**config.mk**
```make
export PLATFORM = sky130hd
export DESIGN_NAME = osc_enable_ctrl
export DESIGN_NICKNAME = d
export VERILOG_FILES = /design/src/rtl/osc_ctrl_pkg.sv /design/src/rtl/osc_enable_logic.sv /design/src/rtl/osc_ready_tracker.sv /design/src/rtl/osc_trim_unit.sv /design/src/rtl/osc_enable_ctrl.sv
export SDC_FILE = /design/constraint.sdc
export NUM_CORES = 1
export LEC_CHECK = 0
export BUFFER_PORTS_ARGS = -buffer_cell sky130_fd_sc_hd__buf_2
export CORE_MARGIN = 5
export CORE_UTILIZATION = 43
export CTS_CLUSTER_DIAMETER = 100
export CTS_CLUSTER_SIZE = 40
export DETAILED_ROUTE_END_ITERATION = 10
export PLACE_DENSITY = 0.81
export SETUP_SLACK_MARGIN = 0.2
export SYNTH_ARGS = -nofsm -noshare
export SYNTH_HDL_FRONTEND = slang
export SYNTH_SLANG_ARGS = --single-unit
```
**constraint.sdc**
```tcl
create_clock -name clk -period 2.2 [get_ports clk]
set_clock_uncertainty 0.05 [all_clocks]
set_input_delay 0.33 -clock clk [delete_from_list [all_inputs] [get_ports clk]]
set_output_delay 0.33 -clock clk [all_outputs]
set_load 0.01 [all_outputs]
```
**src/rtl/osc_ctrl_pkg.sv**
```systemverilog
package osc_ctrl_pkg;

    localparam int REG_W      = 32;
    localparam int POS_RC_EN  = 0;
    localparam int POS_RC_RDY = 1;
    localparam int POS_RSVD   = 2;
    localparam int TRIM_LSB   = 3;
    localparam int CAL_LSB    = 8;
    localparam int POS_EXT_EN = 16;

    typedef enum logic [1:0] {
        RDY_OFF,
        RDY_WARM,
        RDY_ON,
        RDY_COOL
    } rdy_state_t;

    typedef enum logic {
        CAL_LOAD,
        CAL_HOLD
    } cal_state_t;

    typedef struct packed {
        logic rc_set;
        logic ext_clr;
    } hw_evt_t;

endpackage

```
**src/rtl/osc_enable_logic.sv**
```systemverilog
module osc_enable_logic
    import osc_ctrl_pkg::*;
(
    input  logic    clk,
    input  logic    rst_n,
    input  logic    wr_en,
    input  logic    wr_rc,
    input  logic    wr_ext,
    input  hw_evt_t evt,
    input  logic    lock_rc,
    input  logic    lock_ext,
    output logic    rc_en,
    output logic    ext_en
);

    logic rc_next;
    logic ext_next;

    // Priority, lowest first: hold, software write, hardware event.
    always_comb begin
        rc_next = rc_en;
        if (wr_en) begin
            rc_next = wr_rc | (rc_en & lock_rc);
        end
        if (evt.rc_set) begin
            rc_next = 1'b1;
        end
    end

    always_comb begin
        ext_next = ext_en;
        if (wr_en) begin
            ext_next = wr_ext | (ext_en & lock_ext);
        end
        if (evt.ext_clr) begin
            ext_next = 1'b0;
        end
    end

    always_ff @(posedge clk or negedge rst_n) begin
        if (!rst_n) begin
            rc_en  <= 1'b1;
            ext_en <= 1'b0;
        end else begin
            rc_en  <= rc_next;
            ext_en <= ext_next;
        end
    end

endmodule

```
**src/rtl/osc_ready_tracker.sv**
```systemverilog
module osc_ready_tracker
    import osc_ctrl_pkg::*;
#(
    parameter int WARM_TICKS = 4,
    parameter int FALL_TICKS = 6
) (
    input  logic clk,
    input  logic rst_n,
    input  logic enable,
    input  logic tick,
    output logic ready
);

    localparam int MAX_TICKS = (WARM_TICKS > FALL_TICKS) ? WARM_TICKS : FALL_TICKS;
    localparam int CNT_W     = $clog2(MAX_TICKS + 1);
    localparam logic [CNT_W-1:0] WARM_LAST = CNT_W'(WARM_TICKS - 1);
    localparam logic [CNT_W-1:0] FALL_LAST = CNT_W'(FALL_TICKS - 1);

    rdy_state_t       state_q;
    rdy_state_t       state_d;
    logic [CNT_W-1:0] cnt_q;
    logic [CNT_W-1:0] cnt_d;

    always_ff @(posedge clk or negedge rst_n) begin
        if (!rst_n) begin
            state_q <= RDY_OFF;
            cnt_q   <= '0;
        end else begin
            state_q <= state_d;
            cnt_q   <= cnt_d;
        end
    end

    always_comb begin
        state_d = state_q;
        cnt_d   = cnt_q;
        unique case (state_q)
            RDY_OFF: begin
                if (enable) begin
                    state_d = RDY_WARM;
                    cnt_d   = '0;
                end
            end
            RDY_WARM: begin
                if (!enable) begin
                    state_d = RDY_OFF;
                    cnt_d   = '0;
                end else if (tick) begin
                    if (cnt_q == WARM_LAST) begin
                        state_d = RDY_ON;
                        cnt_d   = '0;
                    end else begin
                        cnt_d = cnt_q + 1'b1;
                    end
                end
            end
            RDY_ON: begin
                if (!enable) begin
                    state_d = RDY_COOL;
                    cnt_d   = '0;
                end
            end
            RDY_COOL: begin
                if (enable) begin
                    state_d = RDY_ON;
                    cnt_d   = '0;
                end else if (tick) begin
                    if (cnt_q == FALL_LAST) begin
                        state_d = RDY_OFF;
                        cnt_d   = '0;
                    end else begin
                        cnt_d = cnt_q + 1'b1;
                    end
                end
            end
            default: begin
                state_d = RDY_OFF;
                cnt_d   = '0;
            end
        endcase
    end

    always_comb begin
        unique case (state_q)
            RDY_ON, RDY_COOL: ready = 1'b1;
            default:          ready = 1'b0;
        endcase
    end

endmodule

```
**src/rtl/osc_trim_unit.sv**
```systemverilog
module osc_trim_unit
    import osc_ctrl_pkg::*;
#(
    parameter int TRIM_W     = 5,
    parameter int CAL_W      = 8,
    parameter int TRIM_RESET = 16
) (
    input  logic                  clk,
    input  logic                  rst_n,
    input  logic                  wr_en,
    input  logic [TRIM_W-1:0]     wr_trim,
    input  logic [CAL_W-1:0]      cal_in,
    output logic [TRIM_W-1:0]     trim,
    output logic [CAL_W-1:0]      cal,
    output logic [CAL_W:0]        trim_eff
);

    localparam int SUM_W = ((TRIM_W > CAL_W) ? TRIM_W : CAL_W) + 1;

    cal_state_t cal_state_q;
    cal_state_t cal_state_d;
    logic       cal_capture;

    always_ff @(posedge clk or negedge rst_n) begin
        if (!rst_n) begin
            cal_state_q <= CAL_LOAD;
        end else begin
            cal_state_q <= cal_state_d;
        end
    end

    always_comb begin
        cal_state_d = cal_state_q;
        cal_capture = 1'b0;
        unique case (cal_state_q)
            CAL_LOAD: begin
                cal_capture = 1'b1;
                cal_state_d = CAL_HOLD;
            end
            CAL_HOLD: begin
                cal_state_d = CAL_HOLD;
            end
            default: begin
                cal_state_d = CAL_LOAD;
            end
        endcase
    end

    always_ff @(posedge clk or negedge rst_n) begin
        if (!rst_n) begin
            cal <= '0;
        end else if (cal_capture) begin
            cal <= cal_in;
        end
    end

    always_ff @(posedge clk or negedge rst_n) begin
        if (!rst_n) begin
            trim <= TRIM_W'(TRIM_RESET);
        end else if (wr_en) begin
            trim <= wr_trim;
        end
    end

    logic [SUM_W-1:0] sum;
    assign sum      = SUM_W'(trim) + SUM_W'(cal);
    assign trim_eff = (CAL_W + 1)'(sum);

endmodule

```
**src/rtl/osc_enable_ctrl.sv**
```systemverilog
module osc_enable_ctrl
    import osc_ctrl_pkg::*;
#(
    parameter int WARM_TICKS = 4,
    parameter int FALL_TICKS = 6,
    parameter int TRIM_RESET = 16
) (
    input  logic        clk,
    input  logic        rst_n,
    input  logic        wr_en,
    input  logic [31:0] wr_data,
    output logic [31:0] rd_data,
    input  logic [7:0]  cal_in,
    input  logic        rc_tick,
    input  logic        lp_enter,
    input  logic        lp_exit,
    input  logic        ext_fail,
    input  logic        sysclk_uses_ext,
    input  logic        sysclk_uses_rc,
    output logic        rc_en,
    output logic        ext_en,
    output logic        rc_ready,
    output logic [8:0]  trim_eff
);

    localparam int TRIM_W = CAL_LSB - TRIM_LSB;
    localparam int CAL_W  = POS_EXT_EN - CAL_LSB;

    hw_evt_t           evt;
    logic [TRIM_W-1:0] trim;
    logic [CAL_W-1:0]  cal;
    logic              unused_wr_bits;

    assign evt.rc_set  = lp_exit | (ext_fail & sysclk_uses_ext);
    assign evt.ext_clr = lp_enter;

    assign unused_wr_bits = ^{wr_data[REG_W-1:POS_EXT_EN+1],
                              wr_data[POS_EXT_EN-1:CAL_LSB],
                              wr_data[POS_RSVD:POS_RC_RDY]};

    osc_enable_logic u_enable (
        .clk      (clk),
        .rst_n    (rst_n),
        .wr_en    (wr_en),
        .wr_rc    (wr_data[POS_RC_EN]),
        .wr_ext   (wr_data[POS_EXT_EN]),
        .evt      (evt),
        .lock_rc  (sysclk_uses_rc),
        .lock_ext (sysclk_uses_ext),
        .rc_en    (rc_en),
        .ext_en   (ext_en)
    );

    osc_ready_tracker #(
        .WARM_TICKS (WARM_TICKS),
        .FALL_TICKS (FALL_TICKS)
    ) u_ready (
        .clk    (clk),
        .rst_n  (rst_n),
        .enable (rc_en),
        .tick   (rc_tick),
        .ready  (rc_ready)
    );

    osc_trim_unit #(
        .TRIM_W     (TRIM_W),
        .CAL_W      (CAL_W),
        .TRIM_RESET (TRIM_RESET)
    ) u_trim (
        .clk      (clk),
        .rst_n    (rst_n),
        .wr_en    (wr_en),
        .wr_trim  (wr_data[CAL_LSB-1:TRIM_LSB]),
        .cal_in   (cal_in),
        .trim     (trim),
        .cal      (cal),
        .trim_eff (trim_eff)
    );

    always_comb begin
        rd_data                         = '0;
        rd_data[POS_RC_EN]              = rc_en;
        rd_data[POS_RC_RDY]             = rc_ready;
        rd_data[CAL_LSB-1:TRIM_LSB]     = trim;
        rd_data[POS_EXT_EN-1:CAL_LSB]   = cal;
        rd_data[POS_EXT_EN]             = ext_en;
    end

endmodule

```
; Word-level counts from Yosys, hierarchy flattened
; Cells that the tools add are included.
[word_totals]
in_bits = 49
out_inout_bits = 44
reg_bits = 21
word_cells = 55
[classes]
mux = 23
n_bitwise = 6
n_reduce_logical = 6
add_sub_neg = 2
eq_ne = 11
[op_table]
columns = operator, n
row1 = $mux 3, 8
row2 = $mux 2, 8
row3 = $pmux 3 s4, 1
row4 = $add 5x8->9, 1
row5 = $pmux 2 s4, 1
row6 = $ne 3x2->1 const B, 2
row7 = $ne 3x3->1 const B, 2
row8 = $reduce_and 6->1, 1
row9 = $mux 1, 5
row10 = $eq 2x2->1 const B, 2
row11 = $ne 2x2->1 const B, 2
row12 = $reduce_and 4->1, 1
row13 = $reduce_bool 2->1, 2
row14 = $add 3x1->3 const B, 1
row15 = $and 1x1->1, 3
row16 = $eq 3x2->1 const B, 1
row17 = $eq 3x3->1 const B, 1
row18 = $or 1x1->1, 3
row19 = $eq 2x1->1 const B, 1
row20 = $logic_not 2->1, 1
row21 = $reduce_or 2->1, 1

; Depth between registers and ports, before layout
; Gate-level depths: netlist of run 1.
[depth]
depth_word = 5
mapped_depth = 6
depth_no_buf = 6

; Hierarchy
; From an unflattened synthesis of run 1, not the netlist that was laid out.
[hier_totals]
cells_unflattened = 126
area_unflattened_um2 = 1368.8
[by_module_without_submodules]
columns = module, n_inst, area_per_inst_um2, cells_each, seq_area_each_um2
row1 = osc_trim_unit, 1, 740.7, 57, 351.6
row2 = osc_ready_tracker, 1, 384.1, 40, 125.1
row3 = osc_enable_ctrl, 1, 153.9, 21, 0.0
row4 = osc_enable_logic, 1, 90.1, 8, 51.3

; Worst setup path after synthesis of run 1
; No wires, ideal clock.
[synth_timing]
kind = register -> output
from = register u_trim.trim[0]
to = output port trim_eff[6]
stages_incl_launch_ff = 6
slack_ns = 0.178
arrival_ns = 1.642
path_cell_list = dfrtp_1 -> ha_1 -> fa_1 -> a21oi_1 -> o221ai_1 -> xor2_1
[synth_via]
elab_chain_len = 1
[synth_lines]
columns = element, line_no
row1 = start: declaration, osc_trim_unit.sv:13  ; output logic [TRIM_W-1:0] trim,
row2 = start signal: assignment, osc_trim_unit.sv:59  ; trim <= TRIM_W'(TRIM_RESET);
row3 = start signal: assignment, osc_trim_unit.sv:61  ; trim <= wr_trim;
row4 = $add 5x8->9, osc_trim_unit.sv:66  ; assign sum = SUM_W'(trim) + SUM_W'(cal);
row5 = end: declaration, osc_enable_ctrl.sv:23  ; output logic [8:0] trim_eff
; Every way passes these cells.

; Worst setup path in the final report of run 1
[layout_timing]
from = register u_trim.trim[0]
to = output port trim_eff[8]
; The elaborated chain is that of the path after synthesis.

==> metrics.txt, run 1 <==
status finished with violations; failing checks setup timing; Chip Height 68.8 um; DRT antenna net count 0; fin crit share 104%; io pins 93; Placed Area 1660 um2; clock-pin slew of the registers on the worst-case setup and hold paths 0.12 ns; Num CTS Buffers 3; vias per inst around 4.9; final net count roughly 260; Post-synth ARST share 100%; cell row count 21; clock sinks 21; vias in the first global route 1,216; # H-tree levels 1; Post-Layout Cell Count 250; Residual DRC 0; Post-Syn Area per Cell 9.98 um2; Routed WL per cell 13.0 um; layout cell share with drive strength beyond 1 48.0%; synth-to-layout area growth 26.8%; synthesized instance count 149; R2R depth 6; Worst Setup Path Type register to output port; LEAKAGE roughly 0.9 nW; GR Util All Layers 14.7%; n_diodes 0; Crit path arrival time about 1.9 ns; Worst Path Required 1.82 ns; number of distinct library cells after synthesis 38; first-pass GRT wire length 5.28 mm; peak supply drop between 0.2 and 0.3 mV; Final Cell Area roughly 1900 um2; Clock Path Buffers 2; initial antenna violation count 0; GP Congestion 0.815; Hold Path Cell Cnt 2; PortBufs 51; register area share after synthesis 35.5%; Core Region between 3000 and 4000 um2; crit path max fanout 3; filler cell count 296; RSZ-0062 raised after global routing true; Die X approximately 70 um; Final min period 2.28 ns; total congestion overflow 0; Seq cells post-synth 21; Initial DRC Count 39; Routed WL 3.26 mm; Die ar. 4730 um2; Pwr Total approximately 1.3 mW; FMAX 438 MHz; PwrDens 698 nW/um2; CTS root buf clkbuf_4; CP Launch Type register; CTS tree done; Cell Area, Synth 1490 um2; top_reg_cell synth dfrtp_1; max cap viols 0; max-slew violation count 0; placed insts 233; Pre-Repair DR Iteration Count 4; synth warn 0; DP HPWL 2.34 mm; number of synthesized flops with an enable pin 0; pin count of the biggest net entering global routing 22; worst min-delay path class input port to register; Final setup viols 4; Clock Latency Late Sink 0.30 ns; Final Hold Viols 0; Final WS setup -0.0828 ns; detailed-route via count 1,228; Initial Utilization about 45%; Worst setup EP type output port
==> layout by cell type, fill, tap and decap left out, types with 2 or more instances in the layout <==
cell type,synthesis,routed
nand2_1,7,7
ha_1,9,5
ha_4,0,3
or4_1,2,2
mux2_2,13,13
dfstp_2,2,2
buf_2,0,50
inv_1,8,8
o21ai_0,5,4
xor2_1,4,4
o211ai_1,3,3
buf_6,1,3
nor2_1,2,2
conb_1,2,17
nand3b_1,3,3
dfrtp_1,19,19
a21oi_1,8,5
a31oi_1,2,2
clkbuf_4,0,3
buf_4,20,11
o2111ai_1,2,2
a221oi_2,0,2
a21o_1,2,2
and4b_1,2,2
a21oi_2,0,2
nand4_1,4,4
nand3_1,6,6
==> per-stage QoR <==
stage / hold slack, ns / setup slack [ns] / setup TNS [ns] / utilization (%)
5_1_grt: 0.0842 / -0.175 / -0.774 / 56.5
6_report: 0.112 / -0.0828 / -0.199 / 56.5
3_3_place_gp: 0.271 / 0.106 / 0 / 49.7
2_1_floorplan: -0.0156 / 0.209 / 0 / -
3_5_place_dp: 0.271 / 0.0901 / 0 / 49.7
4_1_cts: 0.0972 / -0.0670 / -0.182 / 55.5
==> per-layer routing <==
metal  part of all wire, %  wire length, um  GRT usage, %  up-vias
met5                     0                0             0        -
met2                    49             1610          26.2       59
met3                   9.4              307          3.57        4
li1                      -                -             -      607
met1                    40             1310          17.7      558
met4                   1.0               34          3.41        0
==> path summary, 6_finish.rpt <==
check | from | to | slack [ns]
max in group asynchronous | rst_n | u_trim.trim[4]$_DFFE_PN1P_ | 1.30
min in group asynchronous | rst_n | u_ready.state_q[0]$_DFFE_PN0P_ | 0.45
worst max-delay path | u_trim.trim[0]$_DFFE_PN0P_ | trim_eff[8] | -0.08
worst min register to register | u_enable.ext_en$_DFFE_PN0P_ | u_enable.ext_en$_DFFE_PN0P_ | 0.51
worst min-delay path | lp_enter | u_enable.ext_en$_DFFE_PN0P_ | 0.11
worst max register to register | u_ready.cnt_q[0]$_DFFE_PN0P_ | u_ready.cnt_q[2]$_DFFE_PN0P_ | 0.74
==> critical path, stage by stage (launching register included) <==
cell and delay, ns:
dfrtp_1 0.44, ha_4 0.18, fa_2 0.39, a21oi_4 0.17, o21ai_1 0.09, and4_1 0.19, buf_2 0.13
==> final cells by class <==
class                           count  area (um2)  share of cell area (%)
Sequential cell                    21         528                    28.0
Clock inverter                      1        5.00                   0.266
Multi-Input combinational cell    105         861                    45.7
Tap cell                           46        57.6                    3.05
Timing Repair Buffer               65         377                    20.0
Inverter                            9        33.8                    1.79
Clock buffer                        3        22.5                    1.20
==> synth_stat cells, types with 2 or more instances <==
master / instances / area, um2
a21o_1: 2 / 15.0
a21oi_1: 8 / 40.0
a221oi_1: 3 / 26.3
a31oi_1: 2 / 12.5
and4b_1: 2 / 20.0
buf_4: 20 / 150
clkbuf_1: 6 / 22.5
conb_1: 2 / 7.51
dfrtp_1: 19 / 475
dfstp_2: 2 / 52.6
ha_1: 9 / 113
inv_1: 8 / 30.0
mux2_2: 13 / 146
nand2_1: 7 / 26.3
nand3_1: 6 / 30.0
nand3b_1: 3 / 22.5
nand4_1: 4 / 25.0
nor2_1: 2 / 7.51
o2111ai_1: 2 / 17.5
o211ai_1: 3 / 22.5
o21ai_0: 5 / 25.0
or4_1: 2 / 15.0
xor2_1: 4 / 35.0
==> logic make-up (layout without fill, tap and decap cells) <==
family / count (synthesis) / count (layout) / synth area share, %
compound gates: 28 / 28 / 12.3
xor+xnor: 6 / 6 / 4.04
fa+ha+maj: 10 / 10 / 8.92
buf+inv: 38 / 78 / 16.2
flops: 21 / 21 / 35.5
mux: 13 / 13 / 9.85
other cells: 2 / 17 / 0.505
simple gates: 31 / 31 / 12.6
==> registers in the layout (all words and copies together) (netlist names), named ones only <==
name / cells
u_enable.ext_en: 1
u_trim.trim: 5
u_enable.rc_en: 1
u_trim.cal: 8
u_ready.state_q: 1
u_trim.cal_state_q: 1
u_ready.cnt_q: 3
==> power by group <==
group          internal, mW  leakage (nW)  switching, mW
clock network        0.0677        0.0177          0.116
registers             0.443         0.249         0.0946
logic                 0.301         0.659          0.293
==> what timing repair did <==
action | in CTS | in global routing
gates resized for setup | 15 | 4
buffers inserted | 10 | 2
pin swaps | 13 | 8
setup endpoints to repair | 7 | 8
endpoints found under the hold margin | 19 | 0
hold buffers | 1 | 0
Note: power is estimated with default switching activity, not from simulation.
==> run 2: changes to the inputs <==
CORE_ASPECT_RATIO = 0.8   (was not set)
==> metrics.txt, run 2 (synthesized netlist as in run 1, its figures left out) <==
Initial Utilization 44.0% (was 44.5%); Top delay family on crit path adder cells (unchanged); worst r2r src u_ready.cnt_q[0]$_DFFE_PN0P_ (unchanged); Die ar. 4740 um2 (was 4730 um2); fin crit share 101% (was 104%); worst min-delay path class input port to register (unchanged); Core Region 3380 um2 (was 3340 um2); hold slack 0.169 ns (was 0.112 ns); Chip Height 62.6 um (was 68.8 um); failing checks setup timing (unchanged); crit path max fanout 3 (unchanged); Clock Latency Late Sink 0.25 ns (was 0.30 ns); PortBufs 51 (unchanged); total congestion overflow 0 (unchanged); Worst Setup Path Type register to output port (unchanged); # H-tree levels 1 (unchanged); DP HPWL 2.44 mm (was 2.34 mm); top flop regs u_trim.cal: 8 flops, u_trim.trim: 5 flops, u_ready.cnt_q: 3 flops (unchanged); area of the multi-input gates 871 um2 (was 861 um2); synth-to-layout area growth 26.3% (was 26.8%); Pre-Repair DR Iteration Count 4 (unchanged); Worst setup EP type output port (unchanged); clock-pin slew of the registers on the worst-case setup and hold paths 0.07 ns (was 0.12 ns); LEAKAGE 0.912 nW (was 0.926 nW); detailed-route via count 1,207 (was 1,228); GP Congestion 0.825 (was 0.815); Sw Share 37.3% (was 38.3%); CP Launch Type register (unchanged); Final min period 2.22 ns (was 2.28 ns); max cap viols 0 (unchanged); crit-path cells ha_4 > fa_2 > a21oi_4 > o21bai_1 > xor2_1 > buf_2 (was ha_4 > fa_2 > a21oi_4 > o21ai_1 > and4_1 > buf_2); max-slew violation count 0 (unchanged); sequential power share 39.7% (was 40.9%); clock sinks 21 (unchanged); Final Hold Viols 0 (unchanged); most frequent cells in the layout buf_2 (51), dfrtp_1 (18), conb_1 (17) (was buf_2 (50), dfrtp_1 (19), conb_1 (17)); Comb pwr share 42.2% (was 45.2%); Hold Path End u_enable.ext_en$_DFFE_PN0P_ (unchanged); CTS root buf clkbuf_8 (was clkbuf_4); max incr delay on CP 0.42 ns (was 0.44 ns); Final setup viols 2 (was 4); Buffers & Inverters on Critical Path 1 (unchanged); Die X 75.7 um (was 68.8 um); slowest stage cell, crit path dfrtp_1 (unchanged); Pwr Total 1.36 mW (was 1.31 mW); setup TNS -0.0292 ns (was -0.199 ns); Crit path arrival time 1.84 ns (was 1.90 ns); Final WS setup -0.0249 ns (was -0.0828 ns); Worst R2R Setup Slack 0.76 ns (was 0.74 ns); filler cell count 319 (was 296); peak supply drop 0.392 mV (was 0.287 mV); Routed WL per cell 13.7 um (was 13.0 um); Num CTS Buffers 3 (unchanged); initial antenna violation count 0 (unchanged); Switch Pwr 0.506 mW (was 0.503 mW); Post-Layout Cell Count 243 (was 250); Most flops, register u_trim.cal (unchanged); Clock Path Buffers 2 (unchanged); worst reg2reg endpoint u_ready.cnt_q[2]$_DFFE_PN0P_ (unchanged); R2R depth 6 (unchanged); final net count 261 (was 264); Worst Path Required 1.82 ns (about the same); vias in the first global route 1,077 (was 1,216); CTS tree done (unchanged); io pins 93 (unchanged); Largest register FFs 8 (unchanged); commonest non-fill, non-tap cell in the layout buf_2 (unchanged); GR Util All Layers 13.6% (was 14.7%); worst hold start lp_enter (unchanged); cell row count 19 (was 21); pin count of the biggest net entering global routing 22 (unchanged); internal power 0.850 mW (was 0.811 mW); placed insts 229 (was 233); DRT antenna net count 0 (unchanged); vias per inst 4.97 (was 4.91); FMAX 449 MHz (was 438 MHz); Residual DRC 0 (unchanged); Hold Path Cell Cnt 2 (unchanged); layout cell share with drive strength beyond 1 48.3% (was 48.0%); Initial DRC Count 37 (was 39); register area 529 um2 (was 528 um2); first-pass GRT wire length 5.10 mm (was 5.28 mm); n_diodes 0 (unchanged); Routed WL 3.34 mm (was 3.26 mm); status finished with violations (unchanged); RSZ-0062 raised after global routing true (unchanged); Clk pwr share 18.1% (was 13.9%); PwrDens 723 nW/um2 (was 698 nW/um2)
## run 2: cell count changes in the layout (fill, tap and decap cells not counted)
cell	delta
nor3b_2	+1
clkbuf_4	-3
ha_1	-1
buf_6	-2
dfrtp_2	+1
ha_4	+1
buf_4	-2
nor2b_1	+1
clkbuf_8	+3
dfrtp_1	-1
nor3b_1	-1
nor2b_4	-1
buf_2	+1
## run 2: cell type report
type	count	area share, %
well taps	42	2.80
flip-flops and latches	21	28.2
inverters	9	1.80
repair buffers	62	18.3
clock buffers	3	2.20
clock inverters	1	0.267
multi-input cells	105	46.4
## run 2: how the worst max path moves through the flow
stage / from / end / slack [ns] / cells after the start
after floorplan: u_trim.trim[0]$_DFFE_PN0P_ / trim_eff[6] / 0.21 / 5
after global placement: u_trim.trim[0]$_DFFE_PN0P_ / trim_eff[6] / 0.08 / 6
after detailed placement: u_trim.trim[0]$_DFFE_PN0P_ / trim_eff[6] / 0.07 / 6
after CTS: u_trim.cal[0]$_DFFE_PN0N_ / trim_eff[6] / -0.02 / 6
after global routing: u_trim.cal[0]$_DFFE_PN0N_ / trim_eff[4] / -0.12 / 6
final: u_trim.trim[0]$_DFFE_PN0P_ / trim_eff[4] / -0.02 / 6
## run 2: worst reg2reg max path, cell delays in order (launching register included)
cell and delay (ns):
dfrtp_1 0.41, ha_1 0.19, inv_1 0.05, ha_1 0.16, and3b_2 0.20, a31oi_1 0.15
o211ai_1 0.11
## run 2: per-layer routing
layer / global-route usage [%] / part of all wire [%] / up-vias / routed length, um
met5: 0 / 0 / - / 0
met2: 21.7 / 45 / 45 / 1520
met1: 18.4 / 46 / 564 / 1520
met4: 2.62 / 0.30 / 0 / 10
met3: 3.70 / 8.7 / 2 / 289
li1: - / - / 596 / -
## run 2: per-stage QoR
stage	util, %	cell area, um2	setup slack (ns)
after floorplan	-	1550	0.209
after global placement	49.0	1650	0.0837
after detailed placement	49.0	1650	0.0744
after CTS	54.2	1830	-0.0202
after global routing	55.6	1880	-0.119
final	55.6	1880	-0.0249
## run 2: power groups by stage
stage               clock network [mW]  logic, mW  registers, mW
floorplan                            0      0.421          0.501
global placement                     0      0.485          0.536
detailed placement                   0      0.496          0.539
CTS                              0.257      0.552          0.535
global route                     0.274      0.640          0.552
finish                           0.245      0.573          0.538
## run 2: timing repair
item	in CTS	in global routing
resized for setup	13	6
hold endpoints to repair	19	0
cloned	0	0
pin swaps	12	3
buffers inserted	7	2
hold buffers	1	0
setup endpoints to repair	7	6
==> run 3: changes to the inputs <==
CORE_UTILIZATION = 44   (was 43)
CTS_BUF_LIST = sky130_fd_sc_hd__clkbuf_8   (was not set)
PLACE_DENSITY = 0.82   (was 0.81)
==> metrics.txt, run 3 (synthesized netlist as in run 1, its figures left out) <==
status finished with violations (unchanged); failing checks setup timing (unchanged); DRT antenna net count 0 (unchanged); cell row count 18 (was 19); PwrDens 722 nW/um2 (was 723 nW/um2); Routed WL per cell 13.2 um (was 13.7 um); max-slew violation count 0 (unchanged); Buffers & Inverters on Critical Path 1 (unchanged); PortBufs 51 (unchanged); Initial DRC Count 39 (was 37); register area 528 um2 (was 529 um2); Clock Latency Late Sink 0.25 ns (about the same); top flop regs u_trim.cal: 8 flops, u_trim.trim: 5 flops, u_ready.cnt_q: 3 flops (unchanged); CP Launch Type register (unchanged); n_diodes 0 (unchanged); met3 routed WL 347 um (was 289 um); crit-path cells ha_2 > fa_2 > a21oi_4 > o221ai_2 > xor2_1 > buf_2 (was ha_4 > fa_2 > a21oi_4 > o21bai_1 > xor2_1 > buf_2); synth-to-layout area growth 25.8% (was 26.3%); final net count 264 (was 261); vias in the first global route 1,105 (was 1,077); io pins 93 (unchanged); GP Congestion 0.787 (was 0.825); Clock Path Buffers 2 (unchanged); DP HPWL 2.44 mm (about the same); Final WS setup -0.0121 ns (was -0.0249 ns); Die X 75.0 um (was 75.7 um); vias per inst 4.98 (was 4.97); Critical Path Stages 6 (unchanged); Core Region 3180 um2 (was 3380 um2); Initial Utilization 46.8% (was 44.0%); Clk pwr share 17.5% (was 18.1%); Pre-Repair DR Iteration Count 4 (unchanged); Num CTS Buffers 3 (unchanged); # H-tree levels 1 (unchanged); peak supply drop 0.334 mV (was 0.392 mV); Worst Path Required 1.82 ns (about the same); Die ar. 4650 um2 (was 4740 um2); RSZ-0062 raised after global routing true (unchanged); Finished Core Util 58.9% (was 55.6%); slowest stage cell, crit path dfrtp_1 (unchanged); clock-pin slew of the registers on the worst-case setup and hold paths 0.07 ns (about the same); hold slack 0.177 ns (was 0.169 ns); Top delay family on crit path adder cells (unchanged); GR Util All Layers 14.2% (was 13.6%); Hold Path Cell Cnt 2 (unchanged); commonest non-fill, non-tap cell in the layout buf_2 (unchanged); Worst Setup Path Type register to output port (unchanged); Residual DRC 0 (unchanged); worst min-delay path class input port to register (unchanged); Final setup viols 2 (unchanged); Largest register FFs 8 (unchanged); sequential power share 39.7% (about the same); Final Hold Viols 0 (unchanged); Switch Pwr 0.495 mW (was 0.506 mW); met2 wire len 1.43 mm (was 1.52 mm); CTS tree done (unchanged); crit path max fanout 3 (unchanged); internal power 0.854 mW (was 0.850 mW); filler cell count 292 (was 319); layout cell share with drive strength beyond 1 47.1% (was 48.3%); LEAKAGE 0.930 nW (was 0.912 nW); Max Used Layer met4 (unchanged); clock sinks 21 (unchanged); Worst setup EP type output port (unchanged); Chip Height 62.0 um (was 62.6 um); max incr delay on CP 0.39 ns (was 0.42 ns); fin crit share 101% (about the same); FMAX 452 MHz (was 449 MHz); most frequent cells in the layout buf_2 (51), dfrtp_1 (19), conb_1 (17) (was buf_2 (51), dfrtp_1 (18), conb_1 (17)); R2R depth 6 (unchanged); max cap viols 0 (unchanged); Routed WL 3.22 mm (was 3.34 mm); dpl ws 0.0748 ns (was 0.0744 ns); first-pass GRT wire length 5.04 mm (was 5.10 mm); Sw Share 36.7% (was 37.3%); detailed-route via count 1,215 (was 1,207); placed insts 227 (was 229); pin count of the biggest net entering global routing 22 (unchanged); Crit path arrival time 1.83 ns (was 1.84 ns); total congestion overflow 0 (unchanged); Final min period 2.21 ns (was 2.22 ns); M1 WL 1.44 mm (was 1.52 mm); initial antenna violation count 0 (unchanged); area of the multi-input gates 847 um2 (was 871 um2); Comb pwr share 42.8% (was 42.2%); Most flops, register u_trim.cal (unchanged); CTS root buf clkbuf_8 (unchanged); Post-Layout Cell Count 244 (was 243)
-- run 3: stage by stage --
step / setup TNS [ns] / cell area, um2 / total power [mW]
after floorplan: 0 / 1550 / 0.922
after global placement: 0 / 1650 / 1.02
after detailed placement: 0 / 1650 / 1.03
after CTS: 0 / 1840 / 1.35
after global routing: -0.290 / 1870 / 1.46
final: -0.0140 / 1870 / 1.35
-- run 3: cell type report --
cell class,count,area share [%]
clock buffers,3,2.21
clock inverters,1,0.201
inverters,9,1.81
multi-input cells,105,45.3
flip-flops and latches,21,28.2
well taps,40,2.68
repair buffers,65,19.6
-- run 3: final timing paths --
check	startpoint	endpoint	slack, ns
max in group asynchronous	rst_n	u_enable.rc_en$_DFFE_PN1P_	1.25
worst min register to register	u_trim.cal[2]$_DFFE_PN0N_	u_trim.cal[2]$_DFFE_PN0N_	0.49
worst max register to register	u_ready.cnt_q[0]$_DFFE_PN0P_	u_ready.cnt_q[2]$_DFFE_PN0P_	0.74
min in group asynchronous	rst_n	u_trim.trim[0]$_DFFE_PN0P_	0.51
worst min-delay path	lp_enter	u_enable.ext_en$_DFFE_PN0P_	0.18
worst max-delay path	u_trim.trim[0]$_DFFE_PN0P_	trim_eff[6]	-0.01
-- run 3: power by group through the flow --
stage | Combinational, mW | Sequential, mW | Clock, mW
floorplan | 0.421 | 0.501 | 0
global placement | 0.485 | 0.536 | 0
detailed placement | 0.493 | 0.541 | 0
CTS | 0.563 | 0.536 | 0.248
global route | 0.644 | 0.551 | 0.261
finish | 0.577 | 0.536 | 0.237
-- run 3: timing repair --
| item | in CTS | in global routing |
|---|---|---|
| pin swaps | 14 | 9 |
| hold buffers | 1 | 0 |
| setup endpoints to repair | 7 | 7 |
| setup buffers | 10 | 2 |
| resized for setup | 12 | 3 |
| gates cloned | 0 | 0 |
| hold endpoints to repair | 19 | 0 |
-- run 3: per-layer routing --
layer / up-vias / global-route usage [%]
li1: 603 / -
met1: 560 / 20.0
met2: 50 / 21.5
met3: 2 / 5.14
met4: 0 / 2.28
met5: - / 0
-- run 3: worst reg2reg max path: stages, from the launching register on --
cell and delay [ns]:
dfrtp_1 0.41, ha_1 0.20, inv_1 0.05, ha_1 0.16, and3b_2 0.20, a31oi_1 0.16
o211ai_1 0.11
